File: config.mk
export PLATFORM = sky130hd
export DESIGN_NAME = autobaud_retimer
export DESIGN_NICKNAME = d
export VERILOG_FILES = /design/src/rtl/abr_pkg.sv /design/src/rtl/abr_sync_edge.sv /design/src/rtl/abr_rate_quant.sv /design/src/rtl/abr_trainer.sv /design/src/rtl/abr_bit_timer.sv /design/src/rtl/autobaud_retimer.sv
export SDC_FILE = /design/constraint.sdc
export NUM_CORES = 1
export LEC_CHECK = 0
export BUFFER_PORTS_ARGS = -buffer_cell sky130_fd_sc_hd__buf_2
export CAP_MARGIN = 0
export CORE_MARGIN = 8
export CORE_UTILIZATION = 60
export CTS_BUF_LIST = sky130_fd_sc_hd__clkbuf_8
export CTS_CLUSTER_DIAMETER = 200
export DETAILED_ROUTE_END_ITERATION = 8
export GPL_TIMING_DRIVEN = 0
export PLACE_DENSITY = 0.87
export SETUP_SLACK_MARGIN = 0.3
export SLEW_MARGIN = 40
export SYNTH_ARGS = -nofsm -noshare
export SYNTH_HDL_FRONTEND = slang
export SYNTH_SLANG_ARGS = --single-unit
File: constraint.sdc
create_clock -name clk -period 6.5 [get_ports clk]
set_clock_uncertainty 0.1 [all_clocks]
set_input_delay 1.95 -clock clk [delete_from_list [all_inputs] [get_ports clk]]
set_output_delay 1.95 -clock clk [all_outputs]
set_load 0.02 [all_outputs]
File: src/rtl/abr_pkg.sv
// Shared constants, types and the nominal-period computation for the autobaud retimer.
package abr_pkg;

    localparam int RATE_CNT = 6;
    localparam int CODE_W   = 3;

    typedef logic [CODE_W-1:0] rate_code_t;

    typedef enum logic [2:0] {
        TR_GAP1,
        TR_ARMED,
        TR_MEAS,
        TR_QUANT,
        TR_GAP2,
        TR_LOCK
    } tr_state_e;

    // Clock cycles per bit for rate code k, where the rate is base_rate doubled k times.
    function automatic int unsigned nominal_cycles(input int unsigned clk_hz,
                                                   input int unsigned base_rate,
                                                   input int unsigned code);
        return clk_hz / (base_rate << code);
    endfunction

endpackage

File: src/rtl/abr_sync_edge.sv
// Synchroniser and transition detector for the serial input.
// Assumes the line idles high, so every stage resets to 1.
// edge_s is high for one cycle after the synchronised level changes.
module abr_sync_edge #(
    parameter int STAGES = 2
) (
    input  logic clk,
    input  logic rst_n,
    input  logic din,
    output logic line_s,
    output logic edge_s
);
    logic [STAGES-1:0] pipe_q;
    logic              prev_q;

    genvar g;
    generate
        for (g = 0; g < STAGES; g++) begin : g_stage
            // One synchroniser stage, the first one fed from the raw input.
            always_ff @(posedge clk) begin
                if (!rst_n) pipe_q[g] <= 1'b1;
                else if (g == 0) pipe_q[g] <= din;
                else pipe_q[g] <= pipe_q[(g == 0) ? 0 : g-1];
            end
        end
    endgenerate

    // Previous synchronised level, kept for transition detection.
    always_ff @(posedge clk) begin
        if (!rst_n) prev_q <= 1'b1;
        else prev_q <= pipe_q[STAGES-1];
    end

    assign line_s = pipe_q[STAGES-1];
    assign edge_s = pipe_q[STAGES-1] ^ prev_q;
endmodule

File: src/rtl/abr_rate_quant.sv
// Combinational quantiser. It matches a measured bit period against the
// standard rate table. Assumes the tolerance bands of neighbouring rates
// do not overlap, which holds for TOL_SHIFT >= 2.
module abr_rate_quant #(
    parameter int unsigned CLK_HZ    = 3686400,
    parameter int unsigned BASE_RATE = 300,
    parameter int unsigned TOL_SHIFT = 3,
    parameter int          CNT_W     = 16
) (
    input  logic [CNT_W-1:0]        min_cnt,
    output logic                    hit,
    output abr_pkg::rate_code_t     code,
    output logic [CNT_W-1:0]        period
);
    import abr_pkg::*;

    logic [RATE_CNT-1:0] match;
    logic [CNT_W-1:0]    nom [RATE_CNT];

    genvar k;
    generate
        for (k = 0; k < RATE_CNT; k++) begin : g_rate
            localparam int unsigned NOM = nominal_cycles(CLK_HZ, BASE_RATE, k);
            localparam int unsigned TOL = NOM >> TOL_SHIFT;
            assign nom[k]   = CNT_W'(NOM);
            assign match[k] = (min_cnt >= CNT_W'(NOM - TOL)) && (min_cnt <= CNT_W'(NOM + TOL));
        end
    endgenerate

    // Select the rate whose band contains the measured period.
    always_comb begin
        hit    = 1'b0;
        code   = '0;
        period = nom[0];
        for (int i = RATE_CNT-1; i >= 0; i--) begin
            if (match[i]) begin
                hit    = 1'b1;
                code   = rate_code_t'(i);
                period = nom[i];
            end
        end
    end
endmodule

File: src/rtl/abr_trainer.sv
// Training sequencer, which runs in five steps:
// 1. Wait for a long idle-high gap.
// 2. Time NUM_INTERVALS inter-transition intervals, keeping the shortest.
// 3. Quantise it through the rate quantiser.
// 4. Wait for a second quiet gap.
// 5. Lock.
// Assumes line_s and edge_s come from the synchroniser.
module abr_trainer #(
    parameter int          NUM_INTERVALS = 8,
    parameter int unsigned GAP_TRAIN_CYC = 1198080,
    parameter int unsigned GAP_DATA_CYC  = 147456,
    parameter int unsigned TIMEOUT       = 24576,
    parameter int          CNT_W         = 15,
    parameter int          GAP_W         = 21
) (
    input  logic                clk,
    input  logic                rst_n,
    input  logic                line_s,
    input  logic                edge_s,
    input  logic                q_hit,
    input  abr_pkg::rate_code_t q_code,
    input  logic [CNT_W-1:0]    q_period,
    output logic [CNT_W-1:0]    min_cnt,
    output logic                locked,
    output abr_pkg::rate_code_t rate_code,
    output logic [CNT_W-1:0]    period
);
    import abr_pkg::*;

    localparam int IDX_W = $clog2(NUM_INTERVALS + 1);

    tr_state_e        state_q;
    logic [GAP_W-1:0] gap_q;
    logic [CNT_W-1:0] ivl_q;
    logic [CNT_W-1:0] ivl_len;
    logic [IDX_W-1:0] n_q;

    assign ivl_len = ivl_q + 1'b1;

    // Main training state machine with its gap, interval and minimum registers.
    always_ff @(posedge clk) begin
        if (!rst_n) begin
            state_q   <= TR_GAP1;
            gap_q     <= '0;
            ivl_q     <= '0;
            n_q       <= '0;
            min_cnt   <= '1;
            rate_code <= '0;
            period    <= '0;
        end else begin
            case (state_q)
                TR_GAP1: begin
                    if (!line_s || edge_s) gap_q <= '0;
                    else if (gap_q == GAP_W'(GAP_TRAIN_CYC - 1)) begin
                        state_q <= TR_ARMED;
                        gap_q   <= '0;
                    end else gap_q <= gap_q + 1'b1;
                end
                TR_ARMED: begin
                    if (edge_s) begin
                        state_q <= TR_MEAS;
                        ivl_q   <= '0;
                        n_q     <= '0;
                        min_cnt <= '1;
                    end
                end
                TR_MEAS: begin
                    if (edge_s) begin
                        if (ivl_len < min_cnt) min_cnt <= ivl_len;
                        ivl_q <= '0;
                        if (n_q == IDX_W'(NUM_INTERVALS - 1)) state_q <= TR_QUANT;
                        else n_q <= n_q + 1'b1;
                    end else if (ivl_q == CNT_W'(TIMEOUT - 1)) begin
                        state_q <= TR_GAP1;
                        gap_q   <= '0;
                    end else ivl_q <= ivl_len;
                end
                TR_QUANT: begin
                    gap_q <= '0;
                    if (q_hit) begin
                        rate_code <= q_code;
                        period    <= q_period;
                        state_q   <= TR_GAP2;
                    end else state_q <= TR_GAP1;
                end
                TR_GAP2: begin
                    if (!line_s || edge_s) gap_q <= '0;
                    else if (gap_q == GAP_W'(GAP_DATA_CYC - 1)) state_q <= TR_LOCK;
                    else gap_q <= gap_q + 1'b1;
                end
                default: state_q <= TR_LOCK;
            endcase
        end
    end

    assign locked = (state_q == TR_LOCK);
endmodule

File: src/rtl/abr_bit_timer.sv
// Edge-resynchronised bit timer for the data phase.
// The phase counter returns to zero at every input transition and at the end
// of each nominal period. The clock is high during the first half of the
// period, and data is captured at the half-period point.
// Assumes period >= 2 and that it is stable while enable is high.
module abr_bit_timer #(
    parameter int CNT_W = 15
) (
    input  logic             clk,
    input  logic             rst_n,
    input  logic             enable,
    input  logic             line_s,
    input  logic             edge_s,
    input  logic [CNT_W-1:0] period,
    output logic             bit_clk,
    output logic             bit_clk_n,
    output logic             data_out
);
    logic [CNT_W-1:0] phase_q;
    logic [CNT_W-1:0] phase_nx;
    logic [CNT_W-1:0] half;

    assign half = period >> 1;

    // Next phase: reloaded on a transition, wrapped at the end of the period.
    always_comb begin
        if (edge_s || (phase_q == period - 1'b1)) phase_nx = '0;
        else phase_nx = phase_q + 1'b1;
    end

    // Phase counter, output clock and mid-bit data capture.
    always_ff @(posedge clk) begin
        if (!rst_n || !enable) begin
            phase_q  <= '0;
            bit_clk  <= 1'b0;
            data_out <= 1'b1;
        end else begin
            phase_q <= phase_nx;
            bit_clk <= (phase_nx < half);
            if (phase_nx == half) data_out <= line_s;
        end
    end

    assign bit_clk_n = ~bit_clk;
endmodule

File: src/rtl/autobaud_retimer.sv
// Top level of the autobaud retimer.
// It trains on an idle gap followed by a burst of transitions, then retimes
// the serial line with a recovered bit clock pair.
// Assumes the line idles high and the trainer sees one-bit intervals.
module autobaud_retimer #(
    parameter int unsigned CLK_HZ        = 3686400,
    parameter int unsigned BASE_RATE     = 300,
    parameter int unsigned TOL_SHIFT     = 3,
    parameter int          NUM_INTERVALS = 8,
    parameter int          SYNC_STAGES   = 2,
    parameter int unsigned GAP_TRAIN_CYC = 1198080,
    parameter int unsigned GAP_DATA_CYC  = 147456
) (
    input  logic                         clk,
    input  logic                         rst_n,
    input  logic                         serial_in,
    output logic                         data_out,
    output logic                         bit_clk,
    output logic                         bit_clk_n,
    output logic [abr_pkg::CODE_W-1:0]   rate_code,
    output logic                         locked
);
    import abr_pkg::*;

    localparam int unsigned SLOWEST = nominal_cycles(CLK_HZ, BASE_RATE, 0);
    localparam int unsigned TIMEOUT = 2 * SLOWEST;
    localparam int          CNT_W   = $clog2(TIMEOUT + 1);
    localparam int unsigned GAP_MAX = (GAP_TRAIN_CYC > GAP_DATA_CYC) ? GAP_TRAIN_CYC : GAP_DATA_CYC;
    localparam int          GAP_W   = $clog2(GAP_MAX + 1);

    logic             line_s;
    logic             edge_s;
    logic [CNT_W-1:0] min_cnt;
    logic             q_hit;
    rate_code_t       q_code;
    logic [CNT_W-1:0] q_period;
    logic [CNT_W-1:0] period;

    abr_sync_edge #(.STAGES(SYNC_STAGES)) u_sync (
        .clk(clk), .rst_n(rst_n), .din(serial_in), .line_s(line_s), .edge_s(edge_s)
    );

    abr_rate_quant #(
        .CLK_HZ(CLK_HZ), .BASE_RATE(BASE_RATE), .TOL_SHIFT(TOL_SHIFT), .CNT_W(CNT_W)
    ) u_quant (
        .min_cnt(min_cnt), .hit(q_hit), .code(q_code), .period(q_period)
    );

    abr_trainer #(
        .NUM_INTERVALS(NUM_INTERVALS), .GAP_TRAIN_CYC(GAP_TRAIN_CYC),
        .GAP_DATA_CYC(GAP_DATA_CYC), .TIMEOUT(TIMEOUT), .CNT_W(CNT_W), .GAP_W(GAP_W)
    ) u_trainer (
        .clk(clk), .rst_n(rst_n), .line_s(line_s), .edge_s(edge_s),
        .q_hit(q_hit), .q_code(q_code), .q_period(q_period),
        .min_cnt(min_cnt), .locked(locked), .rate_code(rate_code), .period(period)
    );

    abr_bit_timer #(.CNT_W(CNT_W)) u_timer (
        .clk(clk), .rst_n(rst_n), .enable(locked), .line_s(line_s), .edge_s(edge_s),
        .period(period), .bit_clk(bit_clk), .bit_clk_n(bit_clk_n), .data_out(data_out)
    );
endmodule

**Word-level counts from Yosys, hierarchy flattened**

Cells that the tools add are included.

- Memory bits (writable): 0
- Bits of input ports: 3
- Bits in read-only memories: 0
- Bits in latches: 0
- Output and inout bits: 7
- Memories kept: 0
- Flip-flop bits (word level): 96

- Divide/modulo/power cells: 0
- Multiplexer cells: 48
- Shift operators: 0
- Eq/ne operators: 25
- Multipliers: 0
- Bitwise gates (word level): 2
- Order comparisons: 14
- Add/sub/neg operators: 5
- Reductions and logical operators: 21

Operator list:

| operator | count |
|---|---|
| 21-bit two-way mux | 6 |
| 15-bit two-way mux | 7 |
| 14-bit two-way mux | 6 |
| 21-bit one-hot mux with 4 select lines | 1 |
| 15-bit one-hot mux with 2 select lines | 2 |
| 3-bit two-way mux | 15 |
| 15-bit by 1-bit adder with 15-bit output (second input constant) | 2 |
| 21-bit by 1-bit adder with 21-bit output (second input constant) | 1 |
| 21-bit by 18-bit == test with 1-bit output (second input constant) | 1 |
| 21-bit == test (second input constant) | 1 |
| 15-bit by 14-bit == test with 1-bit output | 1 |
| 15-bit == test | 1 |
| 15-bit == test (second input constant) | 1 |
| 15-bit by 10-bit >= comparator with 1-bit output (second input constant) | 1 |
| 15-bit by 11-bit >= comparator with 1-bit output (second input constant) | 1 |
| 15-bit by 12-bit >= comparator with 1-bit output (second input constant) | 1 |
| 15-bit by 13-bit >= comparator with 1-bit output (second input constant) | 1 |
| 15-bit by 14-bit >= comparator with 1-bit output (second input constant) | 1 |
| 15-bit by 9-bit >= comparator with 1-bit output (second input constant) | 1 |
| 15-bit by 10-bit less-or-equal comparator with 1-bit output (second input constant) | 1 |
| 15-bit by 11-bit less-or-equal comparator with 1-bit output (second input constant) | 1 |
| 15-bit by 12-bit less-or-equal comparator with 1-bit output (second input constant) | 1 |
| 15-bit by 13-bit less-or-equal comparator with 1-bit output (second input constant) | 1 |
| 15-bit by 14-bit less-or-equal comparator with 1-bit output (second input constant) | 1 |
| 30 further kinds | 59 |

**Logic depth before layout (Yosys ltp)**

- Depth after elaboration: 10
- Gate-level depth with buffers: 16
- Depth with buffers taken out: 15

**Modules after synthesis**

From an unflattened synthesis, not the netlist that was laid out.

- Cell total of the unflattened synthesis: 789
- Area total of the unflattened synthesis: 6198.4 µm²

By module, submodules not included:

| module | cells an instance | area each (µm²) | seq. area each (µm²) | instances |
|---|---|---|---|---|
| abr_trainer | 494 | 4010.1 | 1521.5 | 1 |
| abr_bit_timer | 222 | 1696.6 | 340.3 | 1 |
| abr_rate_quant | 66 | 404.1 | 0.0 | 1 |
| abr_sync_edge | 7 | 87.6 | 60.1 | 1 |

**Least setup slack after synthesis**

No wires, ideal clock.

- Kind: register -> register
- Start point: register u_trainer.period[7]
- End point: register u_timer.bit_clk
- Stages on the path, launching flop included: 17
- Library setup time: 0.074 ns
- Setup slack: 3.299 ns
- Buffers on the path: 1
- Arrival: 3.026 ns
- Data required time: 6.326 ns
- Cell sequence: dfxtp_1 -> inv_1 -> ha_1 -> and2_1 -> o21ai_0 -> a31oi_1 -> a2111oi_2 -> or2_1 -> buf_2 -> nor2_1 -> ha_1 -> a21o_1 -> a21oi_1 -> o21ai_0 -> a21o_1 -> a211o_1 -> a31oi_1

- Word-level cells in the longest chain between the ends: 5

Ends and longest elaborated chain:

| item | line | source |
|---|---|---|
| from (decl) | abr_trainer.sv:26 | `output logic [CNT_W-1:0] period` |
| from (signal assigned) | abr_trainer.sv:82 | `period <= q_period;` |
| 15-bit by 1-bit subtractor with 15-bit output | abr_bit_timer.sv:27 | `if (edge_s \|\| (phase_q == period - 1'b1)) phase_nx = '0;` |
| 15-bit == test | abr_bit_timer.sv:27 |  |
| 1-bit logical OR | abr_bit_timer.sv:27 |  |
| 15-bit two-way mux | abr_bit_timer.sv:27 |  |
| named net u_timer.phase_nx[9] | abr_bit_timer.sv:20 | `logic [CNT_W-1:0] phase_nx;` |
| 15-bit by 14-bit < comparator with 1-bit output | abr_bit_timer.sv:39 | `bit_clk <= (phase_nx < half);` |
| to (signal assigned) | abr_bit_timer.sv:39 |  |
| to (decl) | abr_bit_timer.sv:15 | `output logic bit_clk,` |

The timed path passes the listed nets, and every way through them passes these cells.
A chain may end at the register's enable or synchronous reset.

**Worst setup path after layout**

Ends and elaborated chain as after synthesis.

==> results.yml <==
status:
  status: "finished clean"
clock_network:
  clock_sinks: 86
  cts_resized: 0
  ctsHoldBuffers: 0
  cts_tree: "yes"
  clk_latency_ps: 370
  root_buffer: "clkbuf_8"
  numCtsBuffers: 9
  clk_pin_slew_worst_paths_ps: 90
  postCtsSetupRepairBufs: 0
  cts.htree.levels: 3
  clock_path_buffers: 2
detailed_routing:
  viasPerCell: 6.25
  wirelength_microns: 12600
  dr.pass1.iters: 5
  ant_nets: 0
  via_count: 4939
  drc: 0
  drtIter0Drc: 424
  wl_per_cell_microns: 15.9
timing:
  hold_viol: 0
  fin_crit_sh_pct: 57.8
  finalSetupTns_ps: 0
  slew_headroom_pct: 52.0
  finalSetupViolations: 0
  period_minus_slack_ps: 3760
  worstMarginPinSlew_ps: 721
  rsz0062_at_grt: "false"
  report.final.slew_viol_count: 0
  max_freq_mhz: 266
  holdWs_ps: 327
synthesis:
  synth_top_area_cell: "dfxtp_1"
  yosysWarnings: 0
  async_reset_ff_share_pct: 0
  syn_inst: 658
  syn_area_per_cell_sq_um: 8.02
  synth_flop_cell: "dfxtp_1"
  synthDistinctLibCells: 66
  ys_ff_latch: 86
  synth-seq-area-share_pct: 32.6
  synth_nets: 688
  synth_edf_count: 0
  ys_top_cells_by_area: "dfxtp_1 33%, ha_1 6.4%, xnor2_1 5.5%, nor2_1 5.0%, nor3_1 4.3%"
  synth_area_sq_um: 5280
  synth_top_area_share_pct: 32.6
floorplanning:
  core_sq_um: 8640
  fp-row-count: 34
  boundaryPins: 10
  dieArea_sq_um: 12100
  die_x_microns: 110
  die_h_microns: 110
  initial_utilization_pct: 61.1
power:
  total_power_w: 0.000954
  sequentialPowerShare_pct: 55.6
  p_leak_nw: 2.31
  p_sw_w: 0.000235
  p_int_w: 0.000719
  p_sw_share_pct: 24.6
  vdd_drop_max_mv: 0.0865
  p_comb_share_pct: 3.0
  clock_power_share_pct: 41.4
  p_per_area_nw_per_um2: 169
final_layout:
  nNetsFinal: 707
  area_growth_syn_to_layout_pct: 7.18
  finish.instance_area_sq_um: 5660
  fillers: 703
  antenna_cells: 0
  drive_gt1_share_pct: 9.09
global_routing:
  grt_max_degree: 17
  grt_overflow: 0
  grt_pass1_wl_microns: 21100
  grt_usage_pct: 21.4
  grt_pass1_vias: 4683
  antenna_found_initial: 0
place:
  port_buffers: 8
  place_area_sq_um: 5450
  gp_congestion: 0.908
  dp_hpwl_microns: 9230
critical_path:
  arrival_ps: 3960
  path_cells: "inv_1 -> ha_1 -> and2_1 -> nor4b_1 -> a31oi_1 -> a2111oi_2 -> or2_1 -> buf_2 -> nor2_1 -> ha_1 -> a21o_1 -> a21oi_1 -> o21ai_0 -> a21o_1 -> a211o_1 -> a31oi_1"
  crit_type: "flop to flop"
  crit_required_ps: 6700
  start_kind: "flop"
  cpMaxStageDelayCell: "a2111oi_2"
  worstPathMaxFanout: 10
  critical-path-max-stage-delay_ps: 480
  path_buf_inv: 2
  crit_family: "compound AO/OA/AOI/OAI gates"
  end_kind: "flop"
run:
  cap_violations: 0
worst_hold_path:
  min_path_type: "flop to flop"
-- cells by family (layout without fill, tap and decap cells) --
group	after synthesis	count (layout)	share of synthesized area (%)
adders and majority gates	27	27	6.40
DFF	86	86	32.6
muxes	3	3	0.569
and+or+nand+nor	286	286	29.3
buffers and inverters	73	97	6.16
xor gates and xnor gates	52	52	8.63
AOI/OAI and AO/OA	131	131	16.4
-- registers in the layout (all words and copies together), names as in the netlist --
register and cells:
u_trainer.min_cnt 15, u_trainer.gap_q 21, u_trainer.period 6, u_timer.data_out 1, u_timer.bit_clk 1, u_trainer.state_q 3
u_trainer.n_q 4, u_sync.line_s 1, u_sync.prev_q 1, u_sync.pipe_q 1, u_trainer.rate_code 2, u_timer.phase_q 15
u_trainer.ivl_q 15
-- worst register-to-register path: cells and delay by family (launching register included) --
family	cells	cell delay, ps
AOI/OAI and AO/OA	8	1660
and+or+nand+nor	4	720
adders and majority gates	2	510
DFF	1	370
buffers and inverters	2	330
-- final timing paths --
kind                            start              end  slack, ps  cells after the start
setup / recovery  u_trainer.period[7]  u_timer.bit_clk       2740                     16
hold / removal       u_sync.pipe_q[0]    u_sync.line_s        330                      1
setup reg to reg  u_trainer.period[7]  u_timer.bit_clk       2740                     16
hold reg to reg      u_sync.pipe_q[0]    u_sync.line_s        330                      1
-- synthesized netlist by cell type, types with 4 or more instances --
library cell / instances
a21oi_1: 30
buf_2: 13
o21ai_0: 33
nor2_1: 71
a21o_1: 7
nand4_1: 20
nand2_1: 45
inv_1: 34
and4_1: 10
a211o_1: 5
nor3_1: 45
clkbuf_1: 18
nand4b_1: 4
a22oi_1: 4
dfxtp_1: 86
a31oi_1: 11
a311oi_1: 4
nand3_1: 30
o22ai_1: 6
xnor2_1: 33
ha_1: 27
and3_1: 5
and2_1: 8
xor2_1: 19
o21a_1: 4
nand2b_1: 8
nor4_1: 8
-- cell type report --
type / instances / area (sq um) / share of cell area [%]
clock buffers: 9 / 124 / 2.19
plain buffers: 38 / 194 / 3.43
clock inverters: 7 / 80.1 / 1.42
repair buffers: 8 / 40.0 / 0.708
well taps: 108 / 135 / 2.39
inverters: 35 / 131 / 2.32
multi-input cells: 499 / 3230 / 57.1
flip-flops and latches: 86 / 1720 / 30.4
-- power by group through the flow --
stage | logic, W | registers [W] | clock network, W
finish | 0.0000287 | 0.000530 | 0.000395
global route | 0.0000313 | 0.000531 | 0.000422
CTS | 0.0000281 | 0.000530 | 0.000397
detailed placement | 0.0000277 | 0.000543 | 0
global placement | 0.0000270 | 0.000543 | 0
floorplan | 0.0000197 | 0.000542 | 0
-- through the flow --
stage	setup slack (ps)	util (%)	cells
floorplan	3300	-	658
global route	2530	65.5	790
detailed placement	2800	63.1	774
CTS	2780	65.5	790
global placement	2850	63.1	774
finish	2740	65.5	790
-- cells in the final DEF (no fill, tap or decap), types with 9 or more instances in the layout --
| master | instances |
|---|---|
| a21oi_1 | 30 |
| a31oi_1 | 11 |
| and4_1 | 10 |
| buf_2 | 21 |
| clkbuf_1 | 18 |
| clkbuf_8 | 9 |
| dfxtp_1 | 86 |
| ha_1 | 27 |
| inv_1 | 34 |
| nand2_1 | 45 |
| nand3_1 | 30 |
| nand4_1 | 20 |
| nor2_1 | 71 |
| nor3_1 | 45 |
| o21ai_0 | 33 |
| xnor2_1 | 33 |
| xor2_1 | 19 |
-- layer usage --
layer | up-vias | GRT usage, % | part of all wire, % | wire [microns]
met2 | 167 | 36.7 | 49 | 6160
met3 | 32 | 3.99 | 5.2 | 656
met5 | - | 0 | 0 | 0
li1 | 2403 | - | - | -
met4 | 0 | 8.97 | 2.2 | 279
met1 | 2337 | 25.5 | 44 | 5480
Power figures use the tool's default switching activity.
